$ cat src/rtl/bootchk_pkg.sv
package bootchk_pkg;

  typedef enum logic [2:0] {
    ST_SYNC   = 3'd0,
    ST_DECIDE = 3'd1,
    ST_READ   = 3'd2,
    ST_CHECK  = 3'd3,
    ST_DONE   = 3'd4
  } bootState_t;

  // strobes from control to datapath
  typedef struct packed {
    logic clearAcc;
    logic addWord;
  } dpCtrl_t;

  // status from datapath to control
  typedef struct packed {
    logic lastWord;
    logic sumZero;
  } dpStat_t;

endpackage

$ cat src/rtl/boot_ctrl.sv
module boot_ctrl
  import bootchk_pkg::*;
#(
  parameter int SYNC_STAGES = 2
) (
  input  logic    clk,
  input  logic    rstN,
  input  logic    hardReset,
  input  logic    pinSync,
  input  logic    rdAck,
  input  dpStat_t dpStat,
  output dpCtrl_t dpCtrl,
  output logic    rdReq,
  output logic    bootDone,
  output logic    startUser,
  output logic    forcePcZero,
  output logic    remapFlash,
  output logic    enterCmd
);

  localparam int CNT_W = $clog2(SYNC_STAGES + 1);

  bootState_t        state;
  logic [CNT_W-1:0]  waitCnt;

  always_ff @(posedge clk) begin
    if (!rstN) begin
      state       <= ST_SYNC;
      waitCnt     <= '0;
      bootDone    <= 1'b0;
      startUser   <= 1'b0;
      forcePcZero <= 1'b0;
      remapFlash  <= 1'b0;
      enterCmd    <= 1'b0;
    end else begin
      bootDone <= 1'b0;
      unique case (state)
        ST_SYNC: begin
          if (waitCnt == CNT_W'(SYNC_STAGES - 1)) state <= ST_DECIDE;
          else                                    waitCnt <= waitCnt + 1'b1;
        end
        ST_DECIDE: begin
          if (hardReset && !pinSync) begin
            enterCmd <= 1'b1;
            bootDone <= 1'b1;
            state    <= ST_DONE;
          end else begin
            state <= ST_READ;
          end
        end
        ST_READ: begin
          if (rdAck && dpStat.lastWord) state <= ST_CHECK;
        end
        ST_CHECK: begin
          bootDone <= 1'b1;
          state    <= ST_DONE;
          if (dpStat.sumZero) begin
            startUser   <= 1'b1;
            forcePcZero <= 1'b1;
            remapFlash  <= 1'b1;
          end else begin
            enterCmd <= 1'b1;
          end
        end
        ST_DONE: state <= ST_DONE;
        default: state <= ST_DONE;
      endcase
    end
  end

  assign rdReq           = (state == ST_READ);
  assign dpCtrl.clearAcc = (state == ST_DECIDE);
  assign dpCtrl.addWord  = (state == ST_READ) && rdAck;

endmodule

$ cat config.mk
export PLATFORM = sky130hd
export DESIGN_NAME = boot_ctrl
export DESIGN_NICKNAME = d
export VERILOG_FILES = /design/src/rtl/bootchk_pkg.sv /design/src/rtl/boot_ctrl.sv
export SDC_FILE = /design/constraint.sdc
export NUM_CORES = 1
export LEC_CHECK = 0
export BUFFER_PORTS_ARGS = -buffer_cell sky130_fd_sc_hd__buf_2
export CORE_AREA = 2 2 39 41
export CTS_CLUSTER_DIAMETER = 200
export DETAILED_ROUTE_END_ITERATION = 12
export DIE_AREA = 0 0 41 43
export PLACE_DENSITY = 0.51
export SYNTH_ARGS = -nofsm -noshare
export SYNTH_HDL_FRONTEND = slang
export SYNTH_SLANG_ARGS = --single-unit
export TNS_END_PERCENT = 5
$ cat constraint.sdc
create_clock -name clk -period 1.3 [get_ports clk]
set_input_delay 0.26 -clock clk [delete_from_list [all_inputs] [get_ports clk]]
set_output_delay 0.26 -clock clk [all_outputs]
set_load 0.05 [all_outputs]
-- After elaboration in Yosys (flattened, before gate mapping)
Cells that the tools add are included.
- word-level logic and storage cells: 34
- input bits: 7
- register bits after elaboration: 8
- output and inout bits: 8
- add/sub/neg operators: 1
- reduce and logical (&&, ||, !) cells: 10
- equality and inequality tests: 8
- bitwise operators: 1
- mux-type cells: 9
- operator list (cell ; count):
    3-bit 2-to-1 mux ; 3
    3-bit case mux with 3 select lines ; 1
    3-bit by 2-bit == test with 1-bit output (second input constant) ; 2
    2-bit AND reduction ; 3
    2-bit by 1-bit != test with 1-bit output (second input constant) ; 2
    2-bit != test (second input constant) ; 2
    1-bit case mux with 2 select lines ; 2
    3-bit by 1-bit == test with 1-bit output (second input constant) ; 1
    1-bit logical AND ; 3
    3-bit logical NOT ; 1
    1-bit 2-to-1 mux ; 3
    3-bit AND reduction ; 1
    2-bit by 1-bit adder with 2-bit output (second input constant) ; 1
    2-bit by 1-bit == test with 1-bit output (second input constant) ; 1
    2-bit nonzero test ; 1
    1-bit logical NOT ; 1
    1-bit inverter ; 1

-- Logic depth before layout (Yosys ltp)
Gate-level depths: netlist of run 1.
- depth in word-level cells: 4
- gate-level depth with buffers: 5
- depth with buffers taken out: 5

-- Worst setup path before layout of run 1
OpenSTA, ideal clock, no wires.
- kind: register -> output
- start point: register state[0]
- end point: output port dpCtrl[1] in the netlist's numbering
- path slack: -0.250 ns
- cell stages (with the launch flop): 3
- required time: 1.040 ns
- path buffers: 0
- arrival time: 1.290 ns
- cells stage by stage: dfxtp_1 -> and2b_1 -> nor2b_1
- RTL lines (item ; RTL line ; RTL):
    from (decl) ; boot_ctrl.sv:23 ; bootState_t state;
    from (signal assigned) ; boot_ctrl.sv:28 ; state <= ST_SYNC;
    from (signal assigned) ; boot_ctrl.sv:39 ; if (waitCnt == CNT_W'(SYNC_STAGES - 1)) state <= ST_DECIDE;
    from (signal assigned) ; boot_ctrl.sv:46 ; state <= ST_DONE;
    to (decl) ; boot_ctrl.sv:12 ; output dpCtrl_t dpCtrl,

==> qor.yml, run 1 <==
r2r_end: "waitCnt[0]"
hpwlAfterDp_um: 543
postSynthCellCount: 39
grt_pass1_vias: 273
min_path_cells: 2
grt_max_degree: 9
wl_um: 707
htree_levels: 1
ys_types: 22
gp_congestion: 0.666
drc: 0
drv_cap: 0
drive_above_1_share_pct: 45.8
violations: "setup timing"
die_x_um: 41
fin_area_um2: 552
crit_slowest_cell: "dfxtp_4"
start_util_pct: 27.4
hold_path.class: "in -> reg"
critPathMaxStageDelay_ns: 0.34
final_util_pct: 39.9
reg2reg_depth: 4
grt_remaining_overflow: 0
dr_total_vias: 327
firstDrtPassIters: 2
syn_nets: 47
worstHoldEndpoint: "state[2]"
port_buffers: 14
rsz0062_at_grt: "true"
antenna_found_initial: 0
yosysSeqAreaShare_pct: 42.2
cts_tree: "done"
die_h_um: 43
ys_warn_count: 0
slew_headroom_pct: 80.8
postPlaceCellArea_um2: 474
fin_crit_sh_pct: 104
wl_per_cell_um: 9.43
outcome: "finished with violations"
area_delta_synth_final_pct: 45.5
met3_usage_pct: 7.85
die_area_mm2: 0.00176
grt_use_total_pct: 10.3
gr-usage-met1_pct: 11.3
via_per_inst: 4.36
fin_tns_setup_ns: -0.0875
ys_ff_latch: 8
worst_pin_slew_ns: 0.285
worstPathRequired_ns: 1.04
clock_latency_ns: 0.25
crit_start: "state[2]"
drt-initial-drc-count: 3
ios: 15
nets: 69
pwr_density_cell_mw_per_mm2: 1740
grt_pass1_wl_um: 1150
grt_util_met2_pct: 14.4
hold_viol: 0
layout_common_cells: "11 x buf_2, 6 x dfxtp_1, 6 x buf_4, 3 x clkbuf_4"
hp-start: "rstN"
grt-busiest-layer: "met2"
fp-row-count: 14
final_common_cell: "buf_2"
end_kind: "primary output"
placeableCoreArea_mm2: 0.00138
clock_path_buffers: 2
worstPathCellList: "and2b_1 -> nor2b_4 -> buf_8"
cts.sinks: 8
netlist_area_um2: 379
vdd_drop_max_mv: 0.765
cts_buffers: 3
worstSetupPathType: "reg -> out"
slew_violations: 0
fmax_ghz: 0.740
pre_cts_slack_ns: 0.0713
cp-start-kind: "flip-flop"
cts-root-buf: "clkbuf_4"
leakage_nw: 0.287
clock_skew_ns: 0.00552
cp.arrival_ns: 1.09
drtAntennaViolNets: 0
finalSetupViolCount: 3
r2r-start: "state[2]"
worst_slack_ns: -0.0513
cp_max_fo: 3
regToRegSetupSlack_ns: 0.12
antennaDiodeCount: 0
period_needed_ns: 1.35
avgSynthCellArea_um2: 9.72
clk_pin_slew_ns: 0.05
==> synthesized netlist by cell type <==
master | n | area (µm²)
o21ai_1 | 1 | 5.00
ha_1 | 1 | 12.5
a31oi_1 | 1 | 6.26
nand2b_1 | 2 | 12.5
xor2_1 | 1 | 8.76
dfxtp_1 | 8 | 160
and3_1 | 2 | 12.5
and2_1 | 2 | 12.5
buf_2 | 1 | 5.00
and2b_1 | 1 | 7.51
nand3_1 | 1 | 5.00
a22o_1 | 1 | 8.76
o21a_1 | 2 | 15.0
nor4_4 | 1 | 21.3
nand2_1 | 2 | 7.51
o211a_1 | 2 | 20.0
inv_1 | 2 | 7.51
a21oi_1 | 1 | 5.00
buf_4 | 2 | 15.0
or3b_1 | 1 | 8.76
nor2b_1 | 3 | 18.8
nor2_1 | 1 | 3.75
==> worst max-delay path: cells and delay by family, from the launching register on <==
| family | cells | cell delay (ns) |
|---|---|---|
| flip-flops | 1 | 0.34 |
| buffers and inverters | 1 | 0.15 |
| AND/OR/NAND/NOR | 2 | 0.36 |
==> state kept, by name, indices dropped and copies added, names as in the netlist <==
signal / count
bootDone: 1
enterCmd: 1
remapFlash: 1
state: 3
waitCnt: 2
==> worst max-delay path by stage <==
| stage | endpoint |
|---|---|
| finish | dpCtrl[1] |
| global route | dpCtrl[1] |
| CTS | dpCtrl[1] |
| detailed placement | dpCtrl[1] |
| global placement | dpCtrl[1] |
| floorplan | dpCtrl[1] |
==> report_power, final <==
group / leakage [nW] / switching, mW / internal, mW
registers: 0.0665 / 0.0349 / 0.296
clock network: 0.0138 / 0.0788 / 0.105
logic: 0.207 / 0.223 / 0.222
==> kinds of logic after synthesis <==
family,count (synthesis),share of synthesized area [%]
AOI/OAI and AO/OA,8,15.8
xor gates and xnor gates,1,2.31
adders and majority gates,1,3.30
buffers and inverters,5,7.26
DFF,8,42.2
and+or+nand+nor,16,29.0
==> cell type report <==
cell class | instances | area (µm²)
Multi-Input combinational cell | 26 | 199
Tap cell | 16 | 20.0
Sequential cell | 8 | 165
Timing Repair Buffer | 20 | 138
Clock buffer | 3 | 22.5
Fill cell | 140 | 832
Inverter | 2 | 7.51
==> routing by layer <==
layer  wire, µm  up-vias  share of wire [%]
met4          0        0                  0
met3         64        0                9.1
met1        298      142                 42
li1           -      173                  -
met5          0        -                  0
met2        345       12                 49
==> timing repair <==
item / CTS / global route
setup buffers: 2 / 1
gates resized for setup: 10 / 1
cloned: 0 / 0
endpoints found under the hold margin: 0 / 0
endpoints found under the setup margin: 3 / 3
hold buffers: 0 / 0
==> metrics by stage <==
step	power, mW	instances	hold WS (ns)
final	0.959	75	0.305
after global routing	1.05	75	0.294
after CTS	0.959	74	0.299
after detailed placement	0.717	69	0.465
after global placement	0.718	69	0.459
after floorplan	0.627	39	0.377
(Power assumes the default switching activity.)
==> run 2: changes to the inputs <==
==> constraint.sdc (replaced) <==
create_clock -name clk -period 1.62 [get_ports clk]
set_input_delay 0.324 -clock clk [delete_from_list [all_inputs] [get_ports clk]]
set_output_delay 0.324 -clock clk [all_outputs]
set_load 0.05 [all_outputs]
==> qor.yml, run 2 (synthesis results as in run 1) <==
slew_violations: 0  # unchanged
fp-row-count: 14  # unchanged
largest_reg_flops: 3  # unchanged
worstPathCellList: "and2b_1 -> nor2b_1 -> clkbuf_4"
htree_levels: 1  # unchanged
via_per_inst: 4.49  # +3.0%
fin_crit_sh_pct: 93.4
die_h_um: 43  # unchanged
vdd_drop_max_mv: 0.532  # -31%
fin_tns_setup_ns: 0  # +0.0875 ns
grt_remaining_overflow: 0  # unchanged
critPathMaxStageDelay_ns: 0.35  # about the same
start_util_pct: 27.4  # unchanged
gp_congestion: 0.735  # +10%
hold-worst-slack_ns: 0.362  # +0.0575 ns
cts-root-buf: "clkbuf_4"
clock_latency_ns: 0.25  # about the same
postPlaceCellArea_um2: 449  # -5.3%
top_register: "state"
outcome: "complete, no violations"
cp-start-kind: "flip-flop"
area_delta_synth_final_pct: 26.1
placeableCoreArea_mm2: 0.00138  # unchanged
n_fill_cell: 142  # +1.4%
hold_path.class: "in -> reg"
nets: 63  # -8.7%
cts_buffers: 3  # unchanged
dpl.cell_count: 66  # -4.3%
dr_total_vias: 310  # -5.2%
drive_above_1_share_pct: 39.6  # -6.1 points
fin_cells: 69  # -8.0%
leakage_nw: 0.250  # -13%
ios: 15  # unchanged
worstSetupPathType: "reg -> out"
wl_um: 661  # -6.5%
clk_pin_slew_ns: 0.06  # about the same
drt-initial-drc-count: 2  # -1
drtAntennaViolNets: 0  # unchanged
cp.arrival_ns: 1.19  # +0.10 ns
hold_viol: 0  # unchanged
cts_hold_buf: 0  # unchanged
die_area_mm2: 0.00176  # unchanged
period_needed_ns: 1.51
cp_max_fo: 5  # +2
die_x_um: 41  # unchanged
finalSetupViolCount: 0  # -3
slew_headroom_pct: 81.2  # +0.31 points
cts_setup_buffers: 0  # -2
drc: 0  # unchanged
port_buffers: 14  # unchanged
pwr_density_cell_mw_per_mm2: 1470  # -15%
top_regs: "state (3), waitCnt (2)"
grt_pass1_vias: 230  # -16%
crit_slowest_cell: "dfxtp_2"
antenna_found_initial: 0  # unchanged
fmax_ghz: 0.661
rsz0062_at_grt: "false"
hpwlAfterDp_um: 503  # -7.4%
layout_common_cells: "13 x buf_2, 5 x dfxtp_1, 4 x clkbuf_4, 3 x nor2b_1, 3 x dfxtp_2"
cts_tree: "done"
final_common_cell: "buf_2"
worst_pin_slew_ns: 0.281  # -0.00457 ns
clock_path_buffers: 2  # unchanged
wl_per_cell_um: 9.58  # +1.6%
final_util_pct: 34.5  # -5.3 points
firstDrtPassIters: 2  # unchanged
drv_cap: 0  # unchanged
end_kind: "primary output"
cts.sinks: 8  # unchanged
grt_use_total_pct: 8.65  # -1.6 points
fin_area_um2: 478  # -13%
worstPathRequired_ns: 1.30  # +0.26 ns
antennaDiodeCount: 0  # unchanged
clock_skew_ns: 0.00224  # -0.00329 ns
grt_pass1_wl_um: 959  # -17%
grt_max_degree: 13  # +4
run 2: area by class of cell:
class / count / area [µm²] / area share (%)
Sequential cell: 8 / 164 / 34.3
Tap cell: 16 / 20.0 / 4.19
Multi-Input combinational cell: 26 / 191 / 40.1
Clock buffer: 3 / 22.5 / 4.71
Timing Repair Buffer: 14 / 72.6 / 15.2
Inverter: 2 / 7.51 / 1.57
run 2: repair_timing:
action                                  4_1_cts  5_1_grt
endpoints found under the setup margin        0        3
resized for setup                             0        4
endpoints found under the hold margin         0        0
run 2: metal layers:
layer | share of wire (%) | global-route usage, % | wire, µm | up-vias
met3 | 8.6 | 7.85 | 57 | 0
met2 | 42 | 10.3 | 279 | 13
met5 | 0 | 0 | 0 | -
met4 | 0 | 4.00 | 0 | 0
li1 | - | - | - | 161
met1 | 49 | 10.4 | 324 | 136
run 2: power breakdown:
group          switching [mW]  total (mW)  internal (mW)
Sequential             0.0429       0.282          0.239
Combinational           0.148       0.267          0.119
Clock                  0.0695       0.154         0.0849
Total                   0.260       0.703          0.443
run 2: final timing paths:
check	start	to	slack, ns	depth (start not counted)
worst max-delay path	state[2]	dpCtrl[1]	0.11	3
worst min-delay path	rstN	state[2]	0.36	2
worst max register to register	waitCnt[1]	waitCnt[0]	0.47	5
worst min register to register	enterCmd	enterCmd	0.47	1
run 2: critical path, delay by kind of cell, from the launching register on:
kind          cells  cell delay (ns)
simple gates      2             0.36
buf+inv           1             0.23
flops             1             0.35
run 2: metrics by stage:
step | total power [mW] | setup slack (ns)
2_1_floorplan | 0.501 | 0.00647
3_3_place_gp | 0.546 | 0.282
3_5_place_dp | 0.550 | 0.281
4_1_cts | 0.706 | 0.000517
5_1_grt | 0.754 | 0.0444
6_report | 0.703 | 0.107
==> run 3: changes to the inputs <==
--- a/config.mk
+++ b/config.mk
@@ -5,12 +5,13 @@
 export SDC_FILE = /design/constraint.sdc
 export NUM_CORES = 1
 export LEC_CHECK = 0
+export ABC_AREA = 1
 export BUFFER_PORTS_ARGS = -buffer_cell sky130_fd_sc_hd__buf_2
 export CORE_AREA = 2 2 39 41
 export CTS_CLUSTER_DIAMETER = 200
 export DETAILED_ROUTE_END_ITERATION = 12
 export DIE_AREA = 0 0 41 43
-export PLACE_DENSITY = 0.51
+export PLACE_DENSITY = 0.5
 export SYNTH_ARGS = -nofsm -noshare
 export SYNTH_HDL_FRONTEND = slang
 export SYNTH_SLANG_ARGS = --single-unit
==> constraint.sdc (replaced) <==
create_clock -name clk -period 1.62 [get_ports clk]
set_input_delay 0.162 -clock clk [delete_from_list [all_inputs] [get_ports clk]]
set_output_delay 0.162 -clock clk [all_outputs]
set_load 0.05 [all_outputs]
==> qor.yml, run 3 <==
outcome: "complete, no violations"
fin_crit_sh_pct: 83.8  # -9.6 points
critPathMaxStageDelay_ns: 0.34  # about the same
cp_max_fo: 4  # -1
drt-initial-drc-count: 2  # unchanged
clock_skew_ns: 0.00113  # -0.00110 ns
vdd_drop_max_mv: 0.581  # +9.2%
start_util_pct: 26.9  # -0.45 points
top_regs: "state (3), waitCnt (2)"
ys_warn_count: 0  # unchanged
synth_edf_count: 0  # unchanged
area_delta_synth_final_pct: 26.2  # about the same
dpl.cell_count: 77  # +17%
synth_largest_area_cell: "dfxtp_1"
worstPathRequired_ns: 1.46  # +0.16 ns
cts_tree: "done"
end_kind: "primary output"
grt_max_degree: 7  # -6
n_fill_cell: 158  # +11%
avgSynthCellArea_um2: 7.61  # -22%
p_total_mw: 0.797  # +13%
cts.sinks: 8  # unchanged
cts_setup_buffers: 0  # unchanged
drc: 0  # unchanged
dr_total_vias: 324  # +4.5%
drv_cap: 0  # unchanged
largest_reg_flops: 3  # unchanged
cp-start-kind: "flip-flop"
synth_flop_cell: "dfxtp_1"
firstDrtPassIters: 3  # +1
synth_top_area_share_pct: 43.0  # +0.71 points
fin_cells: 80  # +16%
ios: 15  # unchanged
antenna_found_initial: 0  # unchanged
final_common_cell: "buf_2"
clk_pin_slew_ns: 0.05  # about the same
hold_viol: 0  # unchanged
ys_types: 17  # -23%
htree_levels: 1  # unchanged
clock_path_buffers: 2  # unchanged
cp.arrival_ns: 1.20  # about the same
cts-root-buf: "clkbuf_4"
grt_remaining_overflow: 0  # unchanged
gp_congestion: 0.663  # -9.8%
ctsResizeCount: 0  # unchanged
worstSetupPathType: "reg -> out"
ys_ff_latch: 8  # unchanged
grt_use_total_pct: 9.15  # +0.49 points
cts_hold_buf: 0  # unchanged
die_x_um: 41  # unchanged
antennaDiodeCount: 0  # unchanged
fin_area_um2: 470  # -1.6%
crit_start: "state[2]"
slew_violations: 0  # unchanged
fp-row-count: 14  # unchanged
hp-start: "rstN"
r2r-start: "waitCnt[1]"
cts_buffers: 3  # unchanged
netlist_area_um2: 373  # -1.7%
fmax_ghz: 0.737  # +11%
die_area_mm2: 0.00176  # unchanged
postSynthCellCount: 49  # +26%
wl_um: 617  # -6.7%
ys_async_sr_fraction_pct: 0  # unchanged
die_h_um: 43  # unchanged
hpwlAfterDp_um: 492  # -2.1%
drive_above_1_share_pct: 34.4  # -5.2 points
via_per_inst: 4.05  # -9.9%
rsz0062_at_grt: "false"
port_buffers: 14  # unchanged
grt_pass1_wl_um: 1010  # +5.0%
worst_pin_slew_ns: 0.249  # -0.0313 ns
clock_latency_ns: 0.24  # about the same
yosysSeqAreaShare_pct: 43.0  # +0.71 points
finalSetupViolCount: 0  # unchanged
fin_tns_setup_ns: 0  # unchanged
period_needed_ns: 1.36  # -0.156 ns
layout_common_cells: "14 x buf_2, 10 x inv_1, 8 x nand2_1, 8 x dfxtp_1, 6 x a21oi_1"
grt_pass1_vias: 256  # +11%
syn_nets: 57  # +21%
wl_per_cell_um: 7.71  # -19%
final_util_pct: 34.0  # -0.54 points
yosysMostFrequentCell: "inv_1"
placeableCoreArea_mm2: 0.00138  # unchanged
top_register: "state"
crit_slowest_cell: "dfxtp_1"
postPlaceCellArea_um2: 448  # -0.28%
slew_headroom_pct: 83.5  # +2.3 points
leakage_nw: 0.243  # -2.6%
nets: 74  # +17%
pwr_density_cell_mw_per_mm2: 1690  # +15%
drtAntennaViolNets: 0  # unchanged
worstPathCellList: "nor2_4 -> nand2_1 -> nor2_1 -> buf_2"
hold_path.class: "in -> reg"
yosys-top-cells-area: "dfxtp_1 43%, inv_1 10%, a21oi_1 8.1%, nand2_1 8.1%, buf_4 4.0%"
netlist_top_cells_count: "10 x inv_1, 8 x dfxtp_1, 8 x nand2_1"
==> run 3: area by class of cell <==
type | instances | area, µm² | share of cell area, %
inverter | 10 | 37.5 | 7.98
multi-input combinational | 29 | 160 | 34.0
timing repair buffer | 14 | 70.1 | 14.9
tap | 16 | 20.0 | 4.26
clock buffer | 3 | 22.5 | 4.79
sequential | 8 | 160 | 34.0
==> run 3: cells by family after synthesis <==
| group | count (synthesis) | share of synthesized area [%] |
|---|---|---|
| and+or+nand+nor | 19 | 25.5 |
| DFF | 8 | 43.0 |
| buffers and inverters | 12 | 14.1 |
| AOI/OAI and AO/OA | 8 | 11.7 |
| adders and majority gates | 1 | 3.36 |
| xor gates and xnor gates | 1 | 2.35 |
==> run 3: report_power, final <==
part | switching [mW] | internal, mW
Clock | 0.0619 | 0.0844
Sequential | 0.0480 | 0.250
Combinational | 0.234 | 0.118
Total | 0.344 | 0.453
==> run 3: path summary, 6_finish.rpt <==
kind | endpoint | slack, ns | cells past startpoint
min | bootDone | 0.16 | 2
max | dpCtrl[0] | 0.26 | 4
min reg2reg | enterCmd | 0.45 | 2
max reg2reg | waitCnt[1] | 0.51 | 6
==> run 3: layer usage <==
| layer | global-route usage (%) | vias to the layer above | part of all wire [%] |
|---|---|---|---|
| li1 | - | 180 | - |
| met1 | 12.3 | 131 | 52 |
| met2 | 10.0 | 13 | 38 |
| met3 | 6.28 | 0 | 10 |
| met4 | 6.00 | 0 | 0 |
| met5 | 0 | - | 0 |
==> run 3: through the flow <==
step / hold slack, ns / worst slack [ns]
after floorplan: 0.288 / 0.262
after global placement: 0.407 / 0.500
after detailed placement: 0.413 / 0.519
after CTS: 0.155 / 0.245
after global routing: 0.159 / 0.164
final: 0.157 / 0.263
==> run 3: critical path: cells and delay by family, from the launching register on <==
kind	cells	cell delay [ns]
DFF	1	0.34
and+or+nand+nor	3	0.34
buffers and inverters	1	0.26
